**config.mk**
```make
export PLATFORM = sky130hd
export DESIGN_NAME = slice_timer
export DESIGN_NICKNAME = d
export VERILOG_FILES = /design/src/rtl/slice_timer_pkg.sv /design/src/rtl/slice_mode_gate.sv /design/src/rtl/slice_down_counter.sv /design/src/rtl/slice_irq_latch.sv /design/src/rtl/slice_timer.sv
export SDC_FILE = /design/constraint.sdc
export NUM_CORES = 1
export LEC_CHECK = 0
export CAP_MARGIN = 40
export CORE_MARGIN = 2
export CORE_UTILIZATION = 44
export DETAILED_ROUTE_END_ITERATION = 6
export PLACE_DENSITY_LB_ADDON = 0.05
export SETUP_SLACK_MARGIN = 0.05
export SLEW_MARGIN = 15
export SYNTH_ARGS = -nofsm -noshare
export SYNTH_HDL_FRONTEND = slang
export SYNTH_SLANG_ARGS = --single-unit
export TNS_END_PERCENT = 20
```
**constraint.sdc**
```tcl
create_clock -name clk -period 3.8 [get_ports clk]
set_input_delay 0.95 -clock clk [delete_from_list [all_inputs] [get_ports clk]]
set_output_delay 0.95 -clock clk [all_outputs]
set_load 0.03 [all_outputs]
```
**src/rtl/slice_timer_pkg.sv**
```systemverilog
package slice_timer_pkg;
  typedef enum logic [1:0] {
    LD_NONE   = 2'b00,
    LD_ACCEPT = 2'b01,
    LD_REJECT = 2'b10
  } load_kind_e;
endpackage

```
**src/rtl/slice_mode_gate.sv**
```systemverilog
module slice_mode_gate
  import slice_timer_pkg::*;
(
  input  logic       clk,
  input  logic       rst_n,
  input  logic       mode_user,
  input  logic       load_req,
  output load_kind_e load_kind,
  output logic       priv_viol
);
  logic viol_d, viol_q;

  always_comb begin
    if (!load_req)      load_kind = LD_NONE;
    else if (mode_user) load_kind = LD_REJECT;
    else                load_kind = LD_ACCEPT;
  end

  always_comb viol_d = (load_kind == LD_REJECT);

  always_ff @(posedge clk or negedge rst_n) begin
    if (!rst_n) viol_q <= 1'b0;
    else        viol_q <= viol_d;
  end

  assign priv_viol = viol_q;

  assert_viol_flag_R3: assert property (@(posedge clk) disable iff (!rst_n)
    (load_req && mode_user) |=> priv_viol);
  assert_viol_only_user_R3: assert property (@(posedge clk) disable iff (!rst_n)
    !(load_req && mode_user) |=> !priv_viol);
endmodule

```
**src/rtl/slice_down_counter.sv**
```systemverilog
module slice_down_counter #(
  parameter int CNT_W = 8
) (
  input  logic             clk,
  input  logic             rst_n,
  input  logic             load_ok,
  input  logic [CNT_W-1:0] load_val,
  input  logic             tick_en,
  output logic [CNT_W-1:0] count,
  output logic             expire
);
  localparam logic [CNT_W-1:0] ONE  = CNT_W'(1);
  localparam logic [CNT_W-1:0] ZERO = '0;

  logic [CNT_W-1:0] cnt_q, cnt_d;
  logic             run_q, run_d;
  logic             cnt_en;

  always_comb begin
    cnt_d  = cnt_q;
    run_d  = run_q;
    expire = 1'b0;
    cnt_en = 1'b0;
    if (load_ok) begin
      cnt_en = 1'b1;
      cnt_d  = load_val;
      run_d  = (load_val != ZERO);
    end else if (run_q && tick_en) begin
      cnt_en = 1'b1;
      cnt_d  = cnt_q - ONE;
      if (cnt_q == ONE) begin
        run_d  = 1'b0;
        expire = 1'b1;
      end
    end
  end

  always_ff @(posedge clk or negedge rst_n) begin
    if (!rst_n) begin
      cnt_q <= ZERO;
      run_q <= 1'b0;
    end else if (cnt_en) begin
      cnt_q <= cnt_d;
      run_q <= run_d;
    end
  end

  assign count = cnt_q;

  assert_hold_no_tick_R4: assert property (@(posedge clk) disable iff (!rst_n)
    (!load_ok && !tick_en) |=> $stable(count));
  assert_step_one_R4: assert property (@(posedge clk) disable iff (!rst_n)
    (!load_ok && tick_en && run_q) |=> (count == $past(count) - ONE));
  assert_load_wins_R7: assert property (@(posedge clk) disable iff (!rst_n)
    load_ok |=> (count == $past(load_val)));
  assert_stay_zero_R6: assert property (@(posedge clk) disable iff (!rst_n)
    (!load_ok && count == ZERO) |=> (count == ZERO));
endmodule

```
**src/rtl/slice_irq_latch.sv**
```systemverilog
module slice_irq_latch (
  input  logic clk,
  input  logic rst_n,
  input  logic expire,
  input  logic load_ok,
  input  logic irq_ack,
  output logic irq
);
  logic irq_q, irq_d;

  always_comb begin
    irq_d = irq_q;
    if (expire)                  irq_d = 1'b1;
    else if (load_ok || irq_ack) irq_d = 1'b0;
  end

  always_ff @(posedge clk or negedge rst_n) begin
    if (!rst_n) irq_q <= 1'b0;
    else        irq_q <= irq_d;
  end

  assign irq = irq_q;

  assert_irq_set_R5: assert property (@(posedge clk) disable iff (!rst_n)
    expire |=> irq);
  assert_irq_clear_R6: assert property (@(posedge clk) disable iff (!rst_n)
    (irq_ack && !expire) |=> !irq);
  assert_load_clears_R2: assert property (@(posedge clk) disable iff (!rst_n)
    (load_ok && !expire) |=> !irq);
  assert_irq_sticky_R6: assert property (@(posedge clk) disable iff (!rst_n)
    (irq && !irq_ack && !load_ok) |=> irq);
endmodule

```
**src/rtl/slice_timer.sv**
```systemverilog
module slice_timer
  import slice_timer_pkg::*;
#(
  parameter int CNT_W = 8
) (
  input  logic             clk,
  input  logic             rst_n,
  input  logic             mode_user,
  input  logic             load_req,
  input  logic [CNT_W-1:0] load_val,
  input  logic             tick_en,
  input  logic             irq_ack,
  output logic [CNT_W-1:0] count,
  output logic             irq,
  output logic             priv_viol
);
  load_kind_e kind;
  logic       load_ok;
  logic       expire;

  slice_mode_gate u_gate (
    .clk       (clk),
    .rst_n     (rst_n),
    .mode_user (mode_user),
    .load_req  (load_req),
    .load_kind (kind),
    .priv_viol (priv_viol)
  );

  assign load_ok = (kind == LD_ACCEPT);

  slice_down_counter #(.CNT_W(CNT_W)) u_cnt (
    .clk      (clk),
    .rst_n    (rst_n),
    .load_ok  (load_ok),
    .load_val (load_val),
    .tick_en  (tick_en),
    .count    (count),
    .expire   (expire)
  );

  slice_irq_latch u_irq (
    .clk     (clk),
    .rst_n   (rst_n),
    .expire  (expire),
    .load_ok (load_ok),
    .irq_ack (irq_ack),
    .irq     (irq)
  );

  assert_user_no_load_R3: assert property (@(posedge clk) disable iff (!rst_n)
    (load_req && mode_user && !tick_en) |=> $stable(count));
  assert_mon_load_R2: assert property (@(posedge clk) disable iff (!rst_n)
    (load_req && !mode_user) |=> (count == $past(load_val)));
  assert_zero_load_quiet_R8: assert property (@(posedge clk) disable iff (!rst_n)
    (load_req && !mode_user && load_val == '0) |=> !irq);
endmodule

```
==> Word-level counts from Yosys, hierarchy flattened <==
Index checks and enable logic that the tools add are counted.
{ "word_totals": {"register_bits": 11, "word_cells": 30, "output_inout_bits": 10} }
{ "op_classes": {"reduce_logical": 8, "n_eq_ne": 3, "add_sub_neg": 1, "muxes": 14} }
{ "ops": {"columns": ["op", "count"], "rows": [
  ["8-bit two-way mux", 2],
  ["1-bit two-way mux", 10],
  ["8-bit by 1-bit equality test with 1-bit output (second input constant)", 1],
  ["8-bit nonzero test", 1],
  ["8-bit by 1-bit subtractor with 8-bit output (second input constant)", 1],
  ["2-bit nonzero test", 3],
  ["2-bit two-way mux", 2],
  ["3-bit AND reduction", 1],
  ["2-bit by 1-bit equality test with 1-bit output (second input constant)", 1],
  ["2-bit equality test (second input constant)", 1],
  ["2-bit AND reduction", 1],
  ["1-bit logical AND", 1],
  ["1-bit logical OR", 1]
]} }

==> Longest topological paths before layout <==
{ "depth": {"word_depth": 6, "ltp_mapped": 5, "mapped_depth_nobuf": 5} }

==> Modules after synthesis <==
A second synthesis with hierarchy kept.
{ "unflattened": {"cells_unflattened": 69, "hier_area_um2": 658.1} }
{ "by_module_without_submodules": {"columns": ["mod", "area_per_inst_um2", "seq_area_each_um2", "cells_each", "instances"], "rows": [
  ["slice_down_counter", 559.3, 225.2, 61, 1],
  ["slice_mode_gate", 48.8, 25.0, 4, 1],
  ["slice_irq_latch", 36.3, 25.0, 3, 1],
  ["slice_timer", 13.8, 0.0, 1, 1]
]} }

==> Worst setup path after synthesis <==
OpenSTA, ideal clock, no wires.
{ "synth_timing": {"kind": "input to register", "from": "in load_req", "to": "reg u_cnt.cnt_q[3] (netlist: u_cnt.count[3])", "setup_slack_ns": 1.794, "path_stages": 4, "arrival_time_ns": 1.936, "cell_sequence": "nor2b_1 -> clkbuf_1 -> or4_2 -> nand3_1"} }
{ "synth_between": {"elab_chain_len": 4, "word_cells_on_any_way": 6, "cone_classes": "eq/ne: 1; mux: 3; reduce/logical: 2"} }
{ "synth_lines": {"columns": ["item", "line", "text"], "rows": [
  ["start, declared", "slice_timer.sv:9", "input logic load_req,"],
  ["2-bit two-way mux (*)", "slice_mode_gate.sv:14", "if (!load_req) load_kind = LD_NONE;"],
  ["2-bit by 1-bit equality test with 1-bit output (*)", "slice_timer.sv:30", "assign load_ok = (kind == LD_ACCEPT);"],
  ["2-bit nonzero test (no source line) / 1-bit two-way mux (equally long branches)", null, null],
  ["2-bit AND reduction (no source line)", null, null],
  ["end signal, assigned", "slice_down_counter.sv:43", "cnt_q <= cnt_d;"],
  ["end, declared", "slice_down_counter.sv:15", "logic [CNT_W-1:0] cnt_q, cnt_d;"]
]} }
Mark *: on every way between the ends. The rest lies on a longest branch, timed or not.
A chain may end at the register's enable or synchronous reset.

==> Worst setup path after layout <==
{ "layout_timing": {"from": "reg u_cnt.cnt_q[3] (netlist: u_cnt.count[3])", "to": "out count[3]"} }
{ "layout_lines": {"columns": ["item", "line", "text"], "rows": [
  ["end, declared", "slice_timer.sv:13", "output logic [CNT_W-1:0] count,"]
]} }
No word-level cell between the ends.

==> impl_metrics.tcl <==
set metrics [dict create \
    tightest_slew_ps 557 \
    slowest_delay_ps 710 \
    syn_nets 79 \
    finalClockSkew_ps 0.815 \
    antenna_found_initial 0 \
    hold_buffers 0 \
    start_util_pct 47.4 \
    hold_violations 0 \
    layout-drive-gt1-share_pct 12.5 \
    cts_tree "yes" \
    clockBufferDepth 2 \
    async_reset_ff_share_pct 100 \
    drt-pass1-iter-count 4 \
    grt_use_total_pct 17.9 \
    crit_chain "clkdlybuf4s50_1" \
    clock_latency_ps 260 \
    critical_path_class "flop to output pin" \
    min_period_over_period_pct 62.6 \
    drc 0 \
    max_freq_ghz 0.420 \
    grtUsageMet3_pct 4.35 \
    endpoint_kind "output pin" \
    grt.busiest_layer "met2" \
    numClockSinks 11 \
    cp.buffers_inverters 1 \
    grt_max_degree 13 \
    cts_resized 0 \
    synth-seq-cells 11 \
    period_needed_ps 2380 \
    cpLargestDelayFamily "buffers and inverters" \
    cap_violations 0 \
    core_area_sq_um 1300 \
    grt_overflow 0 \
    seqCellArea_sq_um 275 \
    synth_area_sq_um 617 \
    finalMaxSlewViolations 0 \
    crit_arrival_ps 1430 \
    ios 24 \
    rows 13 \
    nNetsFinal 105 \
    yosysWarnings 0 \
    worst_path_max_delay_cell "clkdlybuf4s50_1" \
    io_buffers 23 \
    synth_edf_count 0 \
    clkTransAtPathRegs_ps 70 \
    hp-class "flop to flop" \
    max_slew_margin_pct 62.8 \
    grt_pass1_vias 563 \
    vias_per_cell 5.82 \
    num_vias 599 \
    power.density_nw_per_um2 490 \
    wirelength_microns 1390 \
    post_cts_buffers 0 \
    rsz0062_at_grt "false" \
    worstPathMaxFanout 8 \
    ctsRootBufferMaster "clkbuf_4" \
    synth_top_area_share_pct 44.6 \
    fp.dieW_microns 41.4 \
    synth-seq-area-share_pct 44.6 \
    die_area_sq_um 1720 \
    fillCellCount 121 \
    synthTopCellsByArea "dfrtp_1, ha_1, nand2_1, o211ai_1, or4_1" \
    fin_hold_ws_ps 537 \
    grtUsageMet1_pct 24.2 \
    vdd_drop_max_uv 282 \
    grt_use_met2_pct 29.1 \
    num_antenna_cells 0 \
    synth_top_cell_by_area "dfrtp_1" \
    htreeDepth 1 \
    yosysMostFrequentCell "dfrtp_1" \
    status "complete, no violations" \
    p_leak_uw 0.000351 \
    initialDrtViolationCount 8 \
    multi_input_area_sq_um 327 \
    cts_buffers 3 \
    worst_setup_path_start_kind "flop" \
    synthTopCellsByCount "dfrtp_1, nand2_1, nand3_1" \
    die_h_microns 41.4 \
    synth_flop_cell "dfrtp_1" \
    syn_to_final_growth_pct 43.4 \
    syn_inst 63 \
    avgSynthCellArea_sq_um 9.79 \
    ant_nets 0 \
    required_ps 2850 \
    gp_congestion 0.772 \
    wl_per_cell_microns 13.5 \
    setup_tns_ps 0 \
    grt_pass1_wl_microns 2440 \
    yosysUniqueCellTypes 28 \
    setup_viol 0 \
]
[state kept, by name (all words and copies together) (netlist names)]
signal	cells
u_irq.irq	1
u_cnt.run_q	1
u_gate.priv_viol	1
u_cnt.count	8
[cell families after synthesis]
group,after synthesis,share of synthesized area [%]
DFF,11,44.6
adders and majority gates,2,4.06
xor gates and xnor gates,1,1.42
and+or+nand+nor,31,31.4
muxes,2,3.45
AOI/OAI and AO/OA,12,12.6
buffers and inverters,4,2.43
[power breakdown]
part	internal [uW]	switching, uW
clock	40.6	39.1
sequential	140	28.1
combinational	87.8	97.5
[metal layers]
metal,wire length [microns],up-vias
met1,639,288
met4,0,0
li1,-,287
met2,680,24
met3,72,0
met5,0,-
[layout make-up]
cell class	instances	share of cell area, %
multi-input cells	48	36.9
flip-flops and latches	11	31.1
repair buffers	23	26.0
clock buffers	4	2.97
well taps	15	2.12
inverters	2	0.849
[path summary, 6_finish.rpt]
path / from / endpoint / slack [ps] / cells after the start
hold reg to reg: u_irq.irq / u_irq.irq / 540 / 2
setup / recovery: u_cnt.count[3] / count[3] / 1420 / 1
setup reg to reg: u_cnt.count[3] / u_cnt.run_q / 1970 / 3
min in group asynchronous: rst_n / u_cnt.count[2] / 1030 / 1
max in group asynchronous: rst_n / u_cnt.count[5] / 2430 / 1
hold / removal: u_irq.irq / u_irq.irq / 540 / 2
[stage by stage]
step                total power, uW  worst slack, ps  util, %  instances  instance area [sq um]
finish                          433             1420     68.0        103                    885
global placement                351             1250     66.0         99                    858
CTS                             437             1430     68.0        103                    885
floorplan                       275             1790        -         63                    617
detailed placement              356             1210     66.0         99                    858
global route                    466             1360     68.0        103                    885
[layout by cell type (no fill, tap or decap)]
cell type | synthesis | layout
clkdlybuf4s50_1 | 0 | 23
dfrtp_1 | 11 | 11
nand2_1 | 6 | 6
nand3_1 | 4 | 4
o211ai_1 | 3 | 3
or4_1 | 3 | 3
nor2_1 | 3 | 3
a31oi_1 | 3 | 3
clkbuf_4 | 0 | 3
inv_1 | 2 | 2
or4_2 | 2 | 2
nand2b_1 | 2 | 2
o21ai_0 | 2 | 2
or3_2 | 2 | 2
a21oi_1 | 2 | 2
nor4_1 | 2 | 2
ha_1 | 2 | 2
and2_1 | 1 | 1
nor2b_1 | 1 | 1
nand3b_1 | 1 | 1
nand4b_1 | 1 | 1
or2_2 | 1 | 1
mux2i_1 | 1 | 1
mux2_2 | 1 | 1
xnor2_1 | 1 | 1
or4_4 | 1 | 1
or4b_4 | 1 | 1
a31o_1 | 1 | 1
o31ai_1 | 1 | 1
clkbuf_1 | 2 | 1
[worst reg2reg max path: stages, from the launching register on]
cell and delay, ps:
dfrtp_1 450, or4_4 550, or4b_4 500, a31o_1 230
Note: power is estimated with default switching activity, not from simulation.
